===== config.mk =====
export PLATFORM = sky130hd
export DESIGN_NAME = booth_array_mult
export DESIGN_NICKNAME = d
export VERILOG_FILES = /design/src/rtl/booth_pkg.sv /design/src/rtl/booth_ctrl_cell.sv /design/src/rtl/booth_arith_cell.sv /design/src/rtl/booth_row.sv /design/src/rtl/booth_array_mult.sv
export SDC_FILE = /design/constraint.sdc
export NUM_CORES = 1
export LEC_CHECK = 0
export CAP_MARGIN = 0
export CORE_ASPECT_RATIO = 1.5
export CORE_MARGIN = 1
export CORE_UTILIZATION = 48
export DETAILED_ROUTE_END_ITERATION = 8
export GPL_ROUTABILITY_DRIVEN = 0
export PLACE_DENSITY = 0.7
export SLEW_MARGIN = 20
export SYNTH_ARGS = -nofsm -noshare
export SYNTH_HDL_FRONTEND = slang
export SYNTH_SLANG_ARGS = --single-unit

===== constraint.sdc =====
create_clock -name vclk -period 30.3
set_input_delay 4.545 -clock vclk [all_inputs]
set_output_delay 4.545 -clock vclk [all_outputs]
set_load 0.01 [all_outputs]

===== src/rtl/booth_pkg.sv =====
package booth_pkg;

  // Row control: h = row active, d = subtract when active
  typedef struct packed {
    logic h;
    logic d;
  } ctrl_t;

  // Recode one multiplier bit pair into a row control
  function automatic ctrl_t booth_recode(input logic cur, input logic prev);
    ctrl_t c;
    c.h = cur ^ prev;
    c.d = cur & ~prev;
    return c;
  endfunction

  // Result bit of a multi-function cell
  function automatic logic cell_sum(input logic a, input logic b, input logic c,
                                    input ctrl_t ctl);
    return a ^ ((b ^ c) & ctl.h);
  endfunction

  // Carry (add) or borrow (subtract) out of a multi-function cell
  function automatic logic cell_carry(input logic a, input logic b, input logic c,
                                      input ctrl_t ctl);
    return ((a ^ ctl.d) & (b ^ c)) ^ (b & c);
  endfunction

endpackage


===== src/rtl/booth_ctrl_cell.sv =====
module booth_ctrl_cell
  import booth_pkg::*;
(
  input  logic  cur_i,
  input  logic  prev_i,
  output ctrl_t ctl_o
);

  assign ctl_o = booth_recode(cur_i, prev_i);

endmodule


===== src/rtl/booth_arith_cell.sv =====
module booth_arith_cell
  import booth_pkg::*;
(
  input  logic  a_i,
  input  logic  b_i,
  input  logic  c_i,
  input  ctrl_t ctl_i,
  output logic  z_o,
  output logic  c_o
);

  assign z_o = cell_sum(a_i, b_i, c_i, ctl_i);
  assign c_o = cell_carry(a_i, b_i, c_i, ctl_i);

endmodule


===== src/rtl/booth_row.sv =====
module booth_row
  import booth_pkg::*;
#(
  parameter  int N   = 8,
  parameter  int ROW = 0,
  localparam int PW  = 2 * N - 1
) (
  input  logic [PW-1:0] acc_i,
  input  logic [N-1:0]  mcand_i,
  input  ctrl_t         ctl_i,
  output logic [PW-1:0] acc_o,
  output logic          carry_o
);

  // Ripple chain from the row's rightmost cell toward the top bit
  logic [PW:ROW] chain;

  assign chain[ROW] = 1'b0;
  assign carry_o    = chain[PW];

  for (genvar k = 0; k < PW; k++) begin : g_pos
    if (k < ROW) begin : g_hold
      // Bits below this row's weight are already final
      assign acc_o[k] = acc_i[k];
    end else begin : g_cell
      // Shifted multiplicand bit, sign-extended past its top bit
      localparam int BI = ((k - ROW) > (N - 1)) ? (N - 1) : (k - ROW);
      booth_arith_cell u_cell (
        .a_i   (acc_i[k]),
        .b_i   (mcand_i[BI]),
        .c_i   (chain[k]),
        .ctl_i (ctl_i),
        .z_o   (acc_o[k]),
        .c_o   (chain[k+1])
      );
    end
  end

endmodule


===== src/rtl/booth_array_mult.sv =====
module booth_array_mult
  import booth_pkg::*;
#(
  parameter  int N  = 8,
  localparam int PW = 2 * N - 1
) (
  input  logic [N-1:0]  mcand_i,
  input  logic [N-1:0]  mplier_i,
  output logic [PW-1:0] prod_o
);

  // Multiplier with an implicit zero below its LSB
  logic [N:0]           mplier_ext;
  // Per-row control, partial-result chain and row carry/borrow outs
  ctrl_t [N-1:0]        row_ctl;
  logic [N:0][PW-1:0]   acc_chain;
  logic [N-1:0]         row_cout;

  assign mplier_ext   = {mplier_i, 1'b0};
  assign acc_chain[0] = '0;

  for (genvar i = 0; i < N; i++) begin : g_row
    booth_ctrl_cell u_ctrl (
      .cur_i  (mplier_ext[i+1]),
      .prev_i (mplier_ext[i]),
      .ctl_o  (row_ctl[i])
    );

    booth_row #(.N(N), .ROW(i)) u_row (
      .acc_i   (acc_chain[i]),
      .mcand_i (mcand_i),
      .ctl_i   (row_ctl[i]),
      .acc_o   (acc_chain[i+1]),
      .carry_o (row_cout[i])
    );
  end

  assign prod_o = acc_chain[N];

endmodule


==> results.sh, run 1 <==
export IMPL_synth_mux_area_share_pct=2.11
export IMPL_die_h_um=121
export IMPL_cts_resized_gates=0
export IMPL_syn2layout_area_growth_pct=6.32
export IMPL_yosysUniqueCellTypes=39
export IMPL_min_period_ps=22120
export IMPL_synth_xor_xnor_area_share_pct=45.0
export IMPL_vias=3412
export IMPL_path_class="input port to output port"
export IMPL_routed_wl_um=8220
export IMPL_top_usage_layer="met2"
export IMPL_num_antenna_cells=0
export IMPL_max_cap_viol_count=0
export IMPL_cp_arrival_ps=17570
export IMPL_use_met3_pct=0.302
export IMPL_antenna_found_initial=0
export IMPL_rsz0062_at_grt="no"
export IMPL_cts_hold_buffers_added=0
export IMPL_synth_top_area_share_pct=28.1
export IMPL_max_freq_ghz=0.0452
export IMPL_maxSlewViolCount=0
export IMPL_rows=43
export IMPL_ant_nets=0
export IMPL_crit_top_cell="xnor2_1"
export IMPL_max_slew_margin_pct=56.7
export IMPL_portBuffers=31
export IMPL_die_area_um2=9800
export IMPL_drc=0
export IMPL_flops_and_latches=0
export IMPL_globalRouteTotalUtil_pct=17.7
export IMPL_synth_compound_area_share_pct=5.90
export IMPL_gr_usage_met1_pct=18.8
export IMPL_core_area_um2=9200
export IMPL_nets=640
export IMPL_initialDrtViolationCount=58
export IMPL_start_util_pct=49.1
export IMPL_synth_common_cells="xnor2_1 (145), ha_1 (82), nand2_1 (55), nor2b_1 (42), xor2_1 (40)"
export IMPL_syn_inst=535
export IMPL_end_kind="output port"
export IMPL_seq_area_um2=0
export IMPL_synth_simple_gate_area_share_pct=19.3
export IMPL_gr_usage_met2_pct=37.3
export IMPL_start_kind="input port"
export IMPL_critPathMaxStageDelay_ps=650
export IMPL_cts_setup_buffers=0
export IMPL_syn_area_um2=4510
export IMPL_fillers=844
export IMPL_yosysSeqAreaShare_pct=0
export IMPL_worst_slew_pin_slew_ps=650
export IMPL_min_path_type="input port to output port"
export IMPL_synth_top_family_by_area="XOR/XNOR gates"
export IMPL_cp_max_fo=17
export IMPL_crit_slowest_cell="clkdlybuf4s50_1"
export IMPL_dpl_hpwl_um=6980
export IMPL_synth_warnings=0
export IMPL_drt_pre_antenna_iters=4
export IMPL_grt_pass1_vias=3378
export IMPL_gr_total_overflow=0
export IMPL_synth_top_cell_by_area="xnor2_1"
export IMPL_synth_area_per_cell_um2=8.44
export IMPL_drive_above_1_share_pct=4.26
export IMPL_synth_fa_ha_area_share_pct=22.7
export IMPL_syn_num_nets=633
export IMPL_wl_per_cell_um=12.6
export IMPL_run_status="completed"
export IMPL_critPathRequiredTime_ps=25760
export IMPL_grt_max_degree=37
export IMPL_finalHoldViolCount=0
export IMPL_ys_top_cells_by_area="xnor2_1 (28%), ha_1 (23%), xor2_1 (7.8%), nor2b_1 (5.8%), xnor3_1 (5.0%)"
export IMPL_die_x_um=81.2
export IMPL_nClkBuffers=0
export IMPL_timing_final_crit_share_pct=73.0
export IMPL_via_per_inst=5.23
export IMPL_tns_ps=0
export IMPL_num_io_pins=31
export IMPL_grt_pass1_wl_um=14400
export IMPL_finalSetupViolCount=0
export IMPL_yosysMostFrequentCell="xnor2_1"
-- worst max-delay path: cells and delay by family --
kind	cells	cell delay [ps]
adders and majority gates	13	3790
AOI/OAI and AO/OA	4	740
muxes	1	330
and+or+nand+nor	19	2790
xor gates and xnor gates	24	4230
buffers and inverters	2	1130
-- metal layers --
metal	part of all wire, %	vias up
met5	0	-
met4	1.4	0
met3	1.1	8
met2	58	26
met1	39	1617
li1	-	1761
-- placed cells by master, fill, tap and decap left out, types with 5 or more instances in the layout --
master           instances
buf_4                    5
and3_1                   5
and2_1                  17
nand2b_1                22
a21oi_1                  8
xnor2_1                145
mux2i_1                  5
nor2b_1                 42
inv_1                    6
clkdlybuf4s50_1         31
nand2_1                 55
xor2_1                  40
xnor3_2                  5
a22o_1                   5
nor2_1                   7
ha_1                    82
xnor3_1                 10
o21ai_0                 18
-- path summary, 6_finish.rpt --
| path | start | endpoint | slack [ps] | depth (start not counted) |
|---|---|---|---|---|
| worst min-delay path | mplier_i[0] | prod_o[0] | 10370 | 4 |
| worst max-delay path | mcand_i[0] | prod_o[14] | 8180 | 63 |
-- layout make-up --
type / instances / area, µm² / share of cell area, %
Tap cell: 112 / 140 / 2.92
Inverter: 6 / 22.5 / 0.469
Timing Repair Buffer: 36 / 348 / 7.25
Multi-Input combinational cell: 498 / 4290 / 89.4
-- per-stage QoR --
stage | setup WS, ps | cell area, µm² | hold slack [ps] | utilization [%] | std cells
2_1_floorplan | 9700 | 4510 | 9340 | - | 535
3_3_place_gp | 8560 | 4800 | 10360 | 52.2 | 652
3_5_place_dp | 8170 | 4800 | 10370 | 52.2 | 652
4_1_cts | 8110 | 4800 | 10370 | 52.2 | 652
5_1_grt | 7200 | 4800 | 10440 | 52.2 | 652
6_report | 8180 | 4800 | 10370 | 52.2 | 652
-- kinds of logic after synthesis --
| group | count (synthesis) |
|---|---|
| xor gates and xnor gates | 204 |
| muxes | 9 |
| adders and majority gates | 82 |
| and+or+nand+nor | 161 |
| AOI/OAI and AO/OA | 42 |
| buffers and inverters | 37 |
Power of run 1 is not shown: default switching activity piles up to over one toggle a cycle in this logic, so the estimate is an artifact.
==> inputs of run 2 (changes only) <==
==> constraint.sdc (replaced) <==
create_clock -name vclk -period 23.1
set_input_delay 3.465 -clock vclk [all_inputs]
set_output_delay 3.465 -clock vclk [all_outputs]
set_load 0.01 [all_outputs]
==> run 2 against run 1 <==
Effect of this change: sequential share of layout area unchanged; first-iteration DRC count up 12%; cell area unchanged; via count down 1.4%; wire length down 2.0%; highest routed layer unchanged; die area unchanged; cell count unchanged; count of clock-buffer cells in the layout unchanged; non-clock buffer count unchanged; core utilization unchanged.
==> results.sh, run 2 (synthesized netlist as in run 1, its figures left out) <==
export IMPL_run_status="completed"
export IMPL_num_io_pins=31
export IMPL_start_util_pct=49.1
export IMPL_rsz0062_at_grt="no"
export IMPL_drive_above_1_share_pct=4.26
export IMPL_routed_wl_um=8050
export IMPL_cp_max_fo=17
export IMPL_drc=0
export IMPL_syn2layout_area_growth_pct=6.32
export IMPL_critPathMaxStageDelay_ps=650
export IMPL_gr_total_overflow=0
export IMPL_layout_common_cells="xnor2_1 (145), ha_1 (82), nand2_1 (55), nor2b_1 (42), xor2_1 (40)"
export IMPL_wl_per_cell_um=12.4
export IMPL_flops_and_latches=0
export IMPL_end_kind="output port"
export IMPL_maxSlewViolCount=0
export IMPL_grt_pass1_wl_um=13900
export IMPL_critPathRequiredTime_ps=19640
export IMPL_vias=3364
export IMPL_die_x_um=81.2
export IMPL_antenna_found_initial=0
export IMPL_path_class="input port to output port"
export IMPL_die_area_um2=9800
export IMPL_crit_slowest_cell="clkdlybuf4s50_1"
export IMPL_layout_commonest_cell="xnor2_1"
export IMPL_cts_resized_gates=0
export IMPL_num_antenna_cells=0
export IMPL_seq_area_um2=0
export IMPL_worst_slew_pin_slew_ps=614
export IMPL_cts_hold_buffers_added=0
export IMPL_min_period_ps=20020
export IMPL_drt_pre_antenna_iters=4
export IMPL_timing_final_crit_share_pct=86.7
export IMPL_finalSetupViolCount=0
export IMPL_start_kind="input port"
export IMPL_cts_setup_buffers=0
export IMPL_grt_max_degree=37
export IMPL_portBuffers=31
export IMPL_nets=640
export IMPL_grt_pass1_vias=3316
export IMPL_globalRouteTotalUtil_pct=16.9
export IMPL_via_per_inst=5.16
export IMPL_min_path_type="input port to output port"
export IMPL_ant_nets=0
export IMPL_initialDrtViolationCount=65
export IMPL_finalHoldViolCount=0
export IMPL_core_area_um2=9200
export IMPL_crit_top_cell="xnor2_1"
export IMPL_max_slew_margin_pct=59.1
export IMPL_nClkBuffers=0
export IMPL_rows=43
export IMPL_die_h_um=121
export IMPL_max_freq_ghz=0.0499
export IMPL_dpl_hpwl_um=6890
export IMPL_tns_ps=0
export IMPL_cp_arrival_ps=16560
export IMPL_max_cap_viol_count=0
## run 2: cell counts in the layout (fill, tap and decap cells not counted)
Identical to the previous run, type by type.
## run 2: worst max-delay path: cells and delay by family
| family | cells | cell delay, ps |
|---|---|---|
| adder cells (fa/ha/maj) | 13 | 3800 |
| AND/OR/NAND/NOR | 19 | 2830 |
| XOR/XNOR | 24 | 4260 |
| AO/OA/AOI/OAI | 4 | 700 |
| multiplexers | 1 | 340 |
| buffers and inverters | 2 | 1130 |
## run 2: layout make-up
| class | count | area, µm² |
|---|---|---|
| Fill cell | 864 | 4400 |
| Multi-Input combinational cell | 498 | 4290 |
| Timing Repair Buffer | 36 | 348 |
| Tap cell | 112 | 140 |
| Inverter | 6 | 22.5 |
## run 2: layer usage
metal  share of wire (%)  GRT usage [%]  wire length (µm)
met1                  40           17.6              3210
met2                  59           36.7              4750
met3                 1.0          0.528                81
met4                0.15          0.670                12
met5                   0              0                 0
## run 2: worst paths after layout
check / depth (start not counted) / slack, ps / start / end
worst min-delay path: 4 / 8200 / mplier_i[0] / prod_o[0]
worst max-delay path: 63 / 3080 / mcand_i[0] / prod_o[14]
## run 2: stage by stage
stage / hold slack [ps] / worst slack [ps] / cell area [µm²] / cells / utilization (%)
after floorplan: 7180 / 4660 / 4510 / 535 / -
after global placement: 8200 / 3420 / 4800 / 652 / 52.2
after detailed placement: 8210 / 3080 / 4800 / 652 / 52.2
after CTS: 8200 / 3030 / 4800 / 652 / 52.2
after global routing: 8240 / 2070 / 4800 / 652 / 52.2
final: 8200 / 3080 / 4800 / 652 / 52.2
Power of run 2 is left out for the same reason.
==> inputs of run 3 (changes only) <==
--- a/config.mk
+++ b/config.mk
@@ -12,6 +12,7 @@
 export DETAILED_ROUTE_END_ITERATION = 8
 export GPL_ROUTABILITY_DRIVEN = 0
 export PLACE_DENSITY = 0.7
+export RECOVER_POWER = 50
 export SLEW_MARGIN = 20
 export SYNTH_ARGS = -nofsm -noshare
 export SYNTH_HDL_FRONTEND = slang
==> run 3 against run 2 <==
Effect of this change: setup slack worse by 34 ps; wire length is essentially flat; maximum frequency is 0.17% lower; flip-flop and latch count stayed put; count of clock-buffer cells in the layout unchanged; first-iteration DRC count stayed put; cell count unchanged; global-route usage stayed put; critical path type unchanged.
==> results.sh, run 3 (synthesized netlist as in run 1, its figures left out) <==
export IMPL_drive_above_1_share_pct=4.26
export IMPL_crit_slowest_cell="dlygate4sd3_1"
export IMPL_fillers=864
export IMPL_cts_hold_buffers_added=0
export IMPL_min_path_type="input port to output port"
export IMPL_cts_resized_gates=0
export IMPL_syn2layout_area_growth_pct=6.32
export IMPL_rows=43
export IMPL_end_kind="output port"
export IMPL_nClkBuffers=0
export IMPL_drt_pre_antenna_iters=4
export IMPL_globalRouteTotalUtil_pct=16.9
export IMPL_min_period_ps=20060
export IMPL_top_usage_layer="met2"
export IMPL_drc=0
export IMPL_num_io_pins=31
export IMPL_grt_max_degree=37
export IMPL_gr_usage_met2_pct=36.7
export IMPL_wl_per_cell_um=12.3
export IMPL_routed_wl_um=8050
export IMPL_worst_slew_pin_slew_ps=614
export IMPL_crit_top_cell="xnor2_1"
export IMPL_ant_nets=0
export IMPL_dpl_hpwl_um=6890
export IMPL_grt_pass1_wl_um=13900
export IMPL_initialDrtViolationCount=65
export IMPL_die_h_um=121
export IMPL_tns_ps=0
export IMPL_cp_arrival_ps=16590
export IMPL_timing_final_crit_share_pct=86.8
export IMPL_cp_top_family="XOR/XNOR gates"
export IMPL_antenna_found_initial=0
export IMPL_num_antenna_cells=0
export IMPL_layout_common_cells="xnor2_1 (145), ha_1 (82), nand2_1 (55), nor2b_1 (42), xor2_1 (40)"
export IMPL_hold_depth=4
export IMPL_nets=640
export IMPL_vias=3365
export IMPL_die_x_um=81.2
export IMPL_use_met3_pct=0.528
export IMPL_gr_total_overflow=0
export IMPL_portBuffers=31
export IMPL_finalHoldViolCount=0
export IMPL_run_status="completed"
export IMPL_core_area_um2=9200
export IMPL_path_buf_inv=2
export IMPL_start_util_pct=49.1
export IMPL_via_per_inst=5.16
export IMPL_critPathRequiredTime_ps=19640
export IMPL_path_depth=63
export IMPL_gr_usage_met1_pct=17.6
export IMPL_cts_setup_buffers=0
export IMPL_flops_and_latches=0
export IMPL_max_cap_viol_count=0
export IMPL_critPathMaxStageDelay_ps=720
export IMPL_crit_start="mcand_i[0]"
export IMPL_finalSetupViolCount=0
export IMPL_start_kind="input port"
export IMPL_rsz0062_at_grt="no"
export IMPL_maxSlewViolCount=0
export IMPL_cp_max_fo=17
export IMPL_hold_start="mplier_i[0]"
export IMPL_layout_commonest_cell="xnor2_1"
export IMPL_grt_pass1_vias=3316
export IMPL_seq_area_um2=0
export IMPL_die_area_um2=9800
export IMPL_max_freq_ghz=0.0499
export IMPL_max_slew_margin_pct=59.1
export IMPL_path_class="input port to output port"
run 3: area by class of cell:
| type | count | area [µm²] | area share (%) |
|---|---|---|---|
| multi-input combinational | 498 | 4290 | 89.4 |
| timing repair buffer | 36 | 348 | 7.25 |
| tap | 112 | 140 | 2.92 |
| inverter | 6 | 22.5 | 0.469 |
run 3: worst paths after layout:
check	endpoint	slack (ps)
max	prod_o[14]	3040
min	prod_o[0]	8210
run 3: metrics by stage:
stage                     setup slack (ps)  hold WS [ps]  area, µm²  util [%]  instances
final                                 3040          8210       4800      52.2        652
after detailed placement              3080          8210       4800      52.2        652
after CTS                             3030          8200       4800      52.2        652
after global routing                  2050          8250       4800      52.2        652
after floorplan                       4660          7180       4510         -        535
after global placement                3420          8200       4800      52.2        652
run 3: routing by layer:
metal	share of wire, %	vias up
met4	0.15	0
li1	-	1761
met1	40	1586
met3	1.0	2
met2	59	16
met5	0	-
Power of run 3 is left out for the same reason.
